### src/rtl/hart_timer_pkg.sv
package hart_timer_pkg;
  localparam int TIME_W = 64;
  localparam int HALF_W = TIME_W / 2;
  localparam int ADDR_W = 15;
  localparam int IDX_W  = ADDR_W - 3;

  typedef enum logic [1:0] {
    SRC_NONE = 2'd0,
    SRC_TIME = 2'd1,
    SRC_CMP  = 2'd2
  } src_e;

  typedef struct packed {
    logic             timeLo;
    logic             timeHi;
    logic             cmpLo;
    logic             cmpHi;
    logic             wide;
    logic             rdEn;
    src_e             rdSrc;
    logic             rdWide;
    logic             rdHigh;
    logic [IDX_W-1:0] idx;
  } strobe_t;
endpackage

### src/rtl/hart_timer_ctrl.sv
module hart_timer_ctrl
  import hart_timer_pkg::*;
#(
  parameter int NUM_HARTS = 4
) (
  input  logic              reqValid,
  input  logic              reqWrite,
  input  logic              reqWide,
  input  logic [ADDR_W-1:0] reqAddr,
  output strobe_t           stb
);
  logic [IDX_W-1:0] word;
  logic aligned, isTime, isCmp, hit, loSel, hiSel;

  assign word    = reqAddr[ADDR_W-1:3];
  assign aligned = reqWide ? (reqAddr[2:0] == 3'd0) : (reqAddr[1:0] == 2'd0);
  assign isTime  = (word == {IDX_W{1'b1}});
  assign isCmp   = !isTime && (32'(word) < NUM_HARTS);
  assign hit     = reqValid && aligned;
  assign loSel   = reqWide || !reqAddr[2];
  assign hiSel   = reqWide || reqAddr[2];

  always_comb begin
    stb        = '0;
    stb.idx    = word;
    stb.wide   = reqWide;
    stb.rdWide = reqWide;
    stb.rdHigh = reqAddr[2];
    stb.rdEn   = reqValid && !reqWrite;
    stb.rdSrc  = SRC_NONE;
    if (hit && reqWrite) begin
      if (isTime) begin
        stb.timeLo = loSel;
        stb.timeHi = hiSel;
      end else if (isCmp) begin
        stb.cmpLo = loSel;
        stb.cmpHi = hiSel;
      end
    end
    if (hit && !reqWrite) begin
      if (isTime)     stb.rdSrc = SRC_TIME;
      else if (isCmp) stb.rdSrc = SRC_CMP;
    end
  end
endmodule

### src/rtl/hart_timer_cmp.sv
module hart_timer_cmp
  import hart_timer_pkg::*;
(
  input  logic              clk,
  input  logic              rstN,
  input  logic              wrLo,
  input  logic              wrHi,
  input  logic [HALF_W-1:0] loData,
  input  logic [HALF_W-1:0] hiData,
  input  logic [TIME_W-1:0] timeNow,
  output logic [TIME_W-1:0] cmpVal,
  output logic              irq
);
  always_ff @(posedge clk) begin
    if (!rstN) begin
      cmpVal <= '1;
      irq    <= 1'b0;
    end else begin
      if (wrLo) cmpVal[HALF_W-1:0]      <= loData;
      if (wrHi) cmpVal[TIME_W-1:HALF_W] <= hiData;
      irq <= (timeNow >= cmpVal);
    end
  end
endmodule

### src/rtl/hart_timer_dp.sv
module hart_timer_dp
  import hart_timer_pkg::*;
#(
  parameter int NUM_HARTS = 4
) (
  input  logic                 clk,
  input  logic                 rstN,
  input  logic                 tickEn,
  input  strobe_t              stb,
  input  logic [TIME_W-1:0]    wdata,
  output logic [TIME_W-1:0]    timeNow,
  output logic [NUM_HARTS-1:0] irq,
  output logic                 rspValid,
  output logic [TIME_W-1:0]    rdata
);
  logic [TIME_W-1:0] base, delta, baseNext, newTime, selVal, rdNext;
  logic [HALF_W-1:0] hiData;
  logic [TIME_W-1:0] cmpVal [NUM_HARTS];

  assign hiData   = stb.wide ? wdata[TIME_W-1:HALF_W] : wdata[HALF_W-1:0];
  assign timeNow  = base + delta;
  assign baseNext = base + {{(TIME_W-1){1'b0}}, tickEn};
  assign newTime  = {stb.timeHi ? hiData : timeNow[TIME_W-1:HALF_W],
                     stb.timeLo ? wdata[HALF_W-1:0] : timeNow[HALF_W-1:0]};

  always_ff @(posedge clk) begin
    if (!rstN) begin
      base  <= '0;
      delta <= '0;
    end else begin
      base <= baseNext;
      if (stb.timeLo || stb.timeHi) delta <= newTime - baseNext;
    end
  end

  for (genvar h = 0; h < NUM_HARTS; h++) begin : g_hart
    logic sel;
    assign sel = (stb.idx == IDX_W'(h));
    hart_timer_cmp u_cmp (
      .clk     (clk),
      .rstN    (rstN),
      .wrLo    (stb.cmpLo && sel),
      .wrHi    (stb.cmpHi && sel),
      .loData  (wdata[HALF_W-1:0]),
      .hiData  (hiData),
      .timeNow (timeNow),
      .cmpVal  (cmpVal[h]),
      .irq     (irq[h])
    );
  end

  always_comb begin
    selVal = '0;
    case (stb.rdSrc)
      SRC_TIME: selVal = timeNow;
      SRC_CMP: begin
        for (int i = 0; i < NUM_HARTS; i++)
          if (stb.idx == IDX_W'(i)) selVal = cmpVal[i];
      end
      default: selVal = '0;
    endcase
    if (stb.rdWide) rdNext = selVal;
    else rdNext = {{HALF_W{1'b0}},
                   stb.rdHigh ? selVal[TIME_W-1:HALF_W] : selVal[HALF_W-1:0]};
  end

  always_ff @(posedge clk) begin
    if (!rstN) begin
      rspValid <= 1'b0;
      rdata    <= '0;
    end else begin
      rspValid <= stb.rdEn;
      rdata    <= stb.rdEn ? rdNext : '0;
    end
  end
endmodule

### src/rtl/hart_timer_top.sv
module hart_timer_top
  import hart_timer_pkg::*;
#(
  parameter int NUM_HARTS = 4
) (
  input  logic                 clk,
  input  logic                 rstN,
  input  logic                 tickEn,
  input  logic                 reqValid,
  input  logic                 reqWrite,
  input  logic                 reqWide,
  input  logic [ADDR_W-1:0]    reqAddr,
  input  logic [TIME_W-1:0]    wdata,
  output logic                 rspValid,
  output logic [TIME_W-1:0]    rdata,
  output logic [NUM_HARTS-1:0] timerIrq
);
  strobe_t           stb;
  logic [TIME_W-1:0] timeNow;

  hart_timer_ctrl #(.NUM_HARTS(NUM_HARTS)) u_ctrl (
    .reqValid (reqValid),
    .reqWrite (reqWrite),
    .reqWide  (reqWide),
    .reqAddr  (reqAddr),
    .stb      (stb)
  );

  hart_timer_dp #(.NUM_HARTS(NUM_HARTS)) u_dp (
    .clk      (clk),
    .rstN     (rstN),
    .tickEn   (tickEn),
    .stb      (stb),
    .wdata    (wdata),
    .timeNow  (timeNow),
    .irq      (timerIrq),
    .rspValid (rspValid),
    .rdata    (rdata)
  );
endmodule

### config.mk
export PLATFORM = sky130hd
export DESIGN_NAME = hart_timer_top
export DESIGN_NICKNAME = d
export VERILOG_FILES = /design/src/rtl/hart_timer_pkg.sv /design/src/rtl/hart_timer_ctrl.sv /design/src/rtl/hart_timer_cmp.sv /design/src/rtl/hart_timer_dp.sv /design/src/rtl/hart_timer_top.sv
export SDC_FILE = /design/constraint.sdc
export NUM_CORES = 1
export LEC_CHECK = 0
export BUFFER_PORTS_ARGS = -buffer_cell sky130_fd_sc_hd__buf_2
export CAP_MARGIN = 40
export CORE_ASPECT_RATIO = 2
export CORE_MARGIN = 3
export CORE_UTILIZATION = 50
export CTS_CLUSTER_SIZE = 12
export DETAILED_ROUTE_END_ITERATION = 10
export GPL_TIMING_DRIVEN = 1
export PLACE_DENSITY = 0.76
export SKIP_LAST_GASP = 1
export SYNTH_ARGS = -nofsm -noshare
export SYNTH_HDL_FRONTEND = slang
export SYNTH_SLANG_ARGS = --single-unit
### constraint.sdc
create_clock -name clk -period 16.89 [get_ports clk]
set_input_delay 1.689 -clock clk [delete_from_list [all_inputs] [get_ports clk]]
set_output_delay 1.689 -clock clk [all_outputs]
set_load 0.02 [all_outputs]
# Yosys cells after proc, flatten, opt, wreduce, memory -nomap -nowiden
# Cells that the tools add are included.
# word_totals
word_cells,73
out_inout_bits,69
register_bits,453
inputBits,85
# classes
add_sub_neg,3
n_lt_le_gt_ge,5
reduce_logical,24
eq_ne,6
muxes,18
# op_table
op,n
$ge 64x64->1,4
$mux 64,4
$mux 32,5
$pmux 64 s2,1
$add 64x1->64,1
$add 64x64->64,1
$sub 64x64->64,1
$eq 12x2->1 const B,2
$logic_and 1x1->1,13
$eq 12x1->1 const B,1
$eq 12x12->1 const B,1
$logic_not 12->1,1
$lt 12x3->1 const B,1
$mux 2,6
$mux 4,1
$logic_not 1->1,3
$logic_not 3->1,1
$logic_or 1x1->1,3
$reduce_and 3->1,1
$eq 2x1->1 const B,1
$eq 2x2->1 const B,1
$logic_not 2->1,1
$reduce_and 2->1,1
$mux 1,1

# Logic depth before layout (Yosys ltp)
# depth
ltp_word,10
mapped_depth,26
depth_no_buf,26

# Modules after synthesis
# Synthesis repeated with hierarchy kept, for this count alone.
# hier_totals
cells_unflattened,3957
area_unflattened_um2,32926.6
# modules_own_cells
mod,area_each_um2,cells_per_inst,instances,seq_area_each_um2
hart_timer_dp,17893.4,2181,1,3863.7
hart_timer_cmp,3699.8,435,4,1301.2
hart_timer_ctrl,234.0,36,1,0.0

# Worst setup path before layout
# No wires, ideal clock.
# synth_timing
path_type,input port to flip-flop
from,in reqAddr[3]
to,reg u_dp.delta[63]
arrival_time_ns,5.836
path_slack_ns,10.938
required_time_ns,16.775
setup_ns,0.115
path_stages,18
n_path_buf,3
path_cell_list,clkbuf_1 -> nand4_1 -> nor3_1 -> nand2_1 -> clkbuf_1 -> mux2_2 -> ha_1 -> clkbuf_1 -> and4_1 -> nand2_1 -> or4_1 -> o31a_1 -> o22ai_1 -> nand2_1 -> o2111ai_1 -> o211ai_1 -> xnor3_1 -> o21ba_2
# synth_between
elab_chain_len,5
elab_cells_between_ends,7
classes_between,add/sub (1); eq/ne (1); mux (4); reduce/logical (1)
# synth_lines
item,line_no,rtl
start: declaration,hart_timer_top.sv:12,"input logic [ADDR_W-1:0] reqAddr,"
$eq 12x12->1 (*),hart_timer_ctrl.sv:17,assign isTime = (word == {IDX_W{1'b1}});
$mux 2 (*),hart_timer_ctrl.sv:32,if (isTime) begin
$mux 4 (*),hart_timer_ctrl.sv:31,if (hit && reqWrite) begin
$mux 32 (on tied branches),"hart_timer_dp.sv:24, hart_timer_dp.sv:23",
$sub 64x64->64,hart_timer_dp.sv:32,if (stb.timeLo || stb.timeHi) delta <= newTime - baseNext;
end signal: assignment,hart_timer_dp.sv:32,
end: declaration,hart_timer_dp.sv:16,"logic [TIME_W-1:0] base, delta, baseNext, newTime, selVal, rdNext;"
# Every way passes the cells marked *; elsewhere a longest branch is shown, timed or not.
# A chain may end at the register's enable or synchronous reset.

# Worst setup path in the final report
# layout_timing
from,reg u_dp.base[0]
to,reg u_dp.delta[52]
# layout_between
elab_chain_len,3
elab_cells_between_ends,5
classes_between,add/sub (3); mux (2)
# layout_lines
item,line_no,rtl
start: declaration,hart_timer_dp.sv:16,
start signal: assignment,hart_timer_dp.sv:31,base <= baseNext;
$add 64x64->64,hart_timer_dp.sv:21,assign timeNow = base + delta;
$mux 32 (on tied branches),"hart_timer_dp.sv:24, hart_timer_dp.sv:23",
$sub 64x64->64 (*),hart_timer_dp.sv:32,
# Marks and branches as above.

==> results.md <==
- Die W: 188 um
- Vias in the first global route: 32,400
- Die ar.: 69,500 um^2
- Clk Latency, worst-skew pair: 0.62 ns
- Area Growth Syn to Fin: 9.25%
- Clock skew: 0.0248 ns
- CTS H-tree depth: 2
- NetSw: 629 uW
- P_leak: 0.0195 uW
- Sequential Power Share: 46.0%
- GPL Wtd Cong: 1.10
- Row Count: 132
- WL/cell: 26.9 um
- DR DRC count: 0
- Num CTS Buffers: 46
- Synth Cell Area: 33,100 um^2
- Multi-input gate area in the final layout: 22,000 um^2
- Synth cell types: 88
- Final hold vios: 0
- Via count: 33,000
- Top-area cell type share of the netlist area: 27.4%
- Async SR Flop Fraction: 0%
- Max transition margin: 24.3%
- Post-route ant nets: 0
- Period minus WS final: 7.36 ns
- Total gr overflow: 0
- Number of fill cells in the layout: 6,177
- Ys Warns: 0
- Synthesized flop and latch total: 453
- Final worst path period share: 43.6%
- Max-Cap Viols: 0
- Worst Max-Slew Pin Slew: 1.13 ns
- Avg Cell Area, Syn: 8.01 um^2
- Max-slew violation count: 0
- Port bufs: 153
- Clock Power Share: 43.7%
- Pin count of the biggest net entering global routing: 154
- Max Clock Freq: 136 MHz
- Int Power: 1700 uW
- Final setup fails: 0
- Post-synth top area cell: dfxtp_1
- Post-CTS Resized: 0
- Final Non-Filler Cells: 5,077
- Total track usage: 38.0%
- Setup Buffers After CTS: 0
- Hold WC Path Type: flop to flop
- CTS Buffer Depth: 3
- CP endpoint kind: flop
- Register area: 9070 um^2
- Dpl cells: 5,001
- Post-Syn Nets: 4,615
- Combinational share of power: 10.3%
- Post-DP HPWL: 104 mm
- Cells after synthesis: 4,135
- CTS tree: yes
- Clk slew on worst S/H paths: 0.06 ns
- Post-synth EDFFs: 0
- Top_reg_cell synth: dfxtp_1
- Die height: 370 um
- Root buffer cell: clkbuf_16
- Peak supply drop: 84.9 uV
- Worst path arrival time: 7.88 ns
- Crit Path Category: flop to flop
- DR vias/cell: 6.50
- Clock sinks: 453
- Core Box Area: 65,200 um^2
- Worst EP required: 17.41 ns
- Layout net count: 4,664
- # IOs: 154
- Sw Share: 27.1%
- Layout cells sized above 1: 9.87%
- Cts hold-fix bufs: 0
- Drt initial violations: 2,598
- Post-synthesis sequential area ratio: 27.4%
- Antenna violations before repair: 12
- Area contributors post-synth: dfxtp_1 27%, ha_1 15%, nand2_1 6.4%
- Setup TNS: 0 ns
- Startpoint types: flop
- DR pass1 iterations: 6
- First-pass GRT wire length: 199 mm
- Routed WL: 136 mm
- Crit-path max FO: 8
- PwrDens: 64.3 nW/um^2
- RSZ-0062 raised after global routing: no
- Initial core utilization: 50.8%
- Status: finished clean
==> state kept, by name, indices dropped and copies added (netlist names) <==
register,count
u_dp.delta,64
u_dp.rspValid,1
u_dp.base,64
u_dp.g_hart.u_cmp.irq,4
u_dp.g_hart.u_cmp.cmpVal,256
u_dp.rdata,64
==> routing by layer <==
metal  routed length (um)  track usage, %
met5                  106               0
met2                66100            66.9
met1                43900            36.6
met3                10200            7.61
met4                16000            36.0
==> critical path, cell delays in order (launching register included) <==
cell and delay (ns):
dfxtp_1 0.37, ha_1 0.21, inv_1 0.06, fa_1 0.40
nor2b_1 0.16, o211ai_1 0.16, a211oi_2 0.49, a211oi_1 0.16
o21bai_1 0.35, a21o_1 0.22, a21oi_1 0.12, xnor2_1 0.70
mux2_2 0.30, ha_1 0.32, and4_1 0.24, and3_1 0.28
nor2b_1 0.17, a221oi_1 0.47, nand3_1 0.37, a21oi_1 0.45
o21ai_0 0.41, a221oi_1 0.41, xnor2_1 0.16, nand2_1 0.07
a21oi_1 0.19
==> cell usage in the layout (no fill, tap or decap), drive strengths merged, types with 33 or more instances in the layout <==
cell type / Yosys / layout
nor2: 247 / 247
nand4: 98 / 98
mux2i: 72 / 72
nor3: 47 / 47
buf: 29 / 235
xor2: 76 / 76
nor2b: 48 / 48
o211ai: 273 / 273
nand2b: 41 / 41
a211oi: 53 / 53
a221oi: 38 / 38
dfxtp: 453 / 453
ha: 393 / 393
xnor2: 93 / 93
o21ai: 180 / 180
inv: 310 / 310
a21o: 168 / 168
clkbuf: 208 / 62
mux4: 33 / 33
nand3: 73 / 73
nand2: 566 / 566
a21oi: 294 / 294
==> final timing paths <==
kind / startpoint / to / slack [ns] / cells past startpoint
worst max register to register: u_dp.base[0]$_SDFF_PN0_ / u_dp.delta[52]$_SDFFE_PN0P_ / 9.53 / 24
worst max-delay path: u_dp.base[0]$_SDFF_PN0_ / u_dp.delta[52]$_SDFFE_PN0P_ / 9.53 / 24
worst min register to register: u_dp.delta[40]$_SDFFE_PN0P_ / u_dp.delta[40]$_SDFFE_PN0P_ / 0.46 / 2
worst min-delay path: u_dp.delta[40]$_SDFFE_PN0P_ / u_dp.delta[40]$_SDFFE_PN0P_ / 0.46 / 2
==> kinds of logic (layout without fill, tap and decap cells) <==
family / after synthesis / count (layout) / synth area share, %
AND/OR/NAND/NOR: 1231 / 1231 / 16.9
AO/OA/AOI/OAI: 1203 / 1203 / 24.4
buffers and inverters: 547 / 615 / 6.28
flip-flops: 453 / 453 / 27.4
adder cells (fa/ha/maj): 395 / 395 / 15.0
XOR/XNOR: 170 / 170 / 4.58
multiplexers: 136 / 136 / 5.48
other: 0 / 3 / 0
==> power by group through the flow <==
stage                     clock, uW  sequential [uW]  combinational, uW
after floorplan                   0             1090                136
after global placement            0             1090                227
after detailed placement          0             1090                230
after CTS                      1020             1070                231
after global routing           1060             1070                248
final                          1020             1070                240
==> per-stage QoR <==
stage	hold WS [ns]	total power [uW]	worst slack [ns]	util, %	cell area (um^2)
2_1_floorplan	0.436	1230	10.94	-	33100
3_3_place_gp	0.442	1320	9.45	52.9	34500
3_5_place_dp	0.451	1320	9.31	53.3	34800
4_1_cts	0.459	2320	9.76	55.4	36100
5_1_grt	0.478	2370	9.44	55.4	36200
6_report	0.459	2320	9.53	55.5	36200
==> cell type report <==
cell class                      count  share of cell area, %
Antenna cell                        3                 0.0208
Clock buffer                       60                   3.55
Clock inverter                      7                  0.242
Inverter                          310                   3.22
Multi-Input combinational cell   3135                   61.0
Sequential cell                   453                   25.1
Tap cell                          871                   3.01
Timing Repair Buffer              238                   3.93
==> synth_stat cells (6+ instances only) <==
library cell  instances
a2111oi_0             6
a211o_1               7
a211oi_1             50
a21o_1              168
a21oi_1             293
a221o_1               8
a221oi_1             37
a22oi_1              24
a31oi_1              20
a41oi_1               6
and2_1               14
and3_1               31
and4_1               15
buf_1                16
buf_2                 9
clkbuf_1            208
dfxtp_1             453
ha_1                393
inv_1               309
mux2_2               31
mux2i_1              72
mux4_2               33
nand2_1             565
nand2b_1             41
nand3_1              73
nand4_1              98
nor2_1              246
nor2b_1              48
nor3_1               46
nor4_1               11
o2111ai_1             6
o211ai_1            271
o21a_1               30
o21ai_0             175
o21bai_1             30
o31ai_1              12
or2_2                 7
or3_1                16
xnor2_1              92
xor2_1               75
Note: power is estimated with default switching activity, not from simulation.
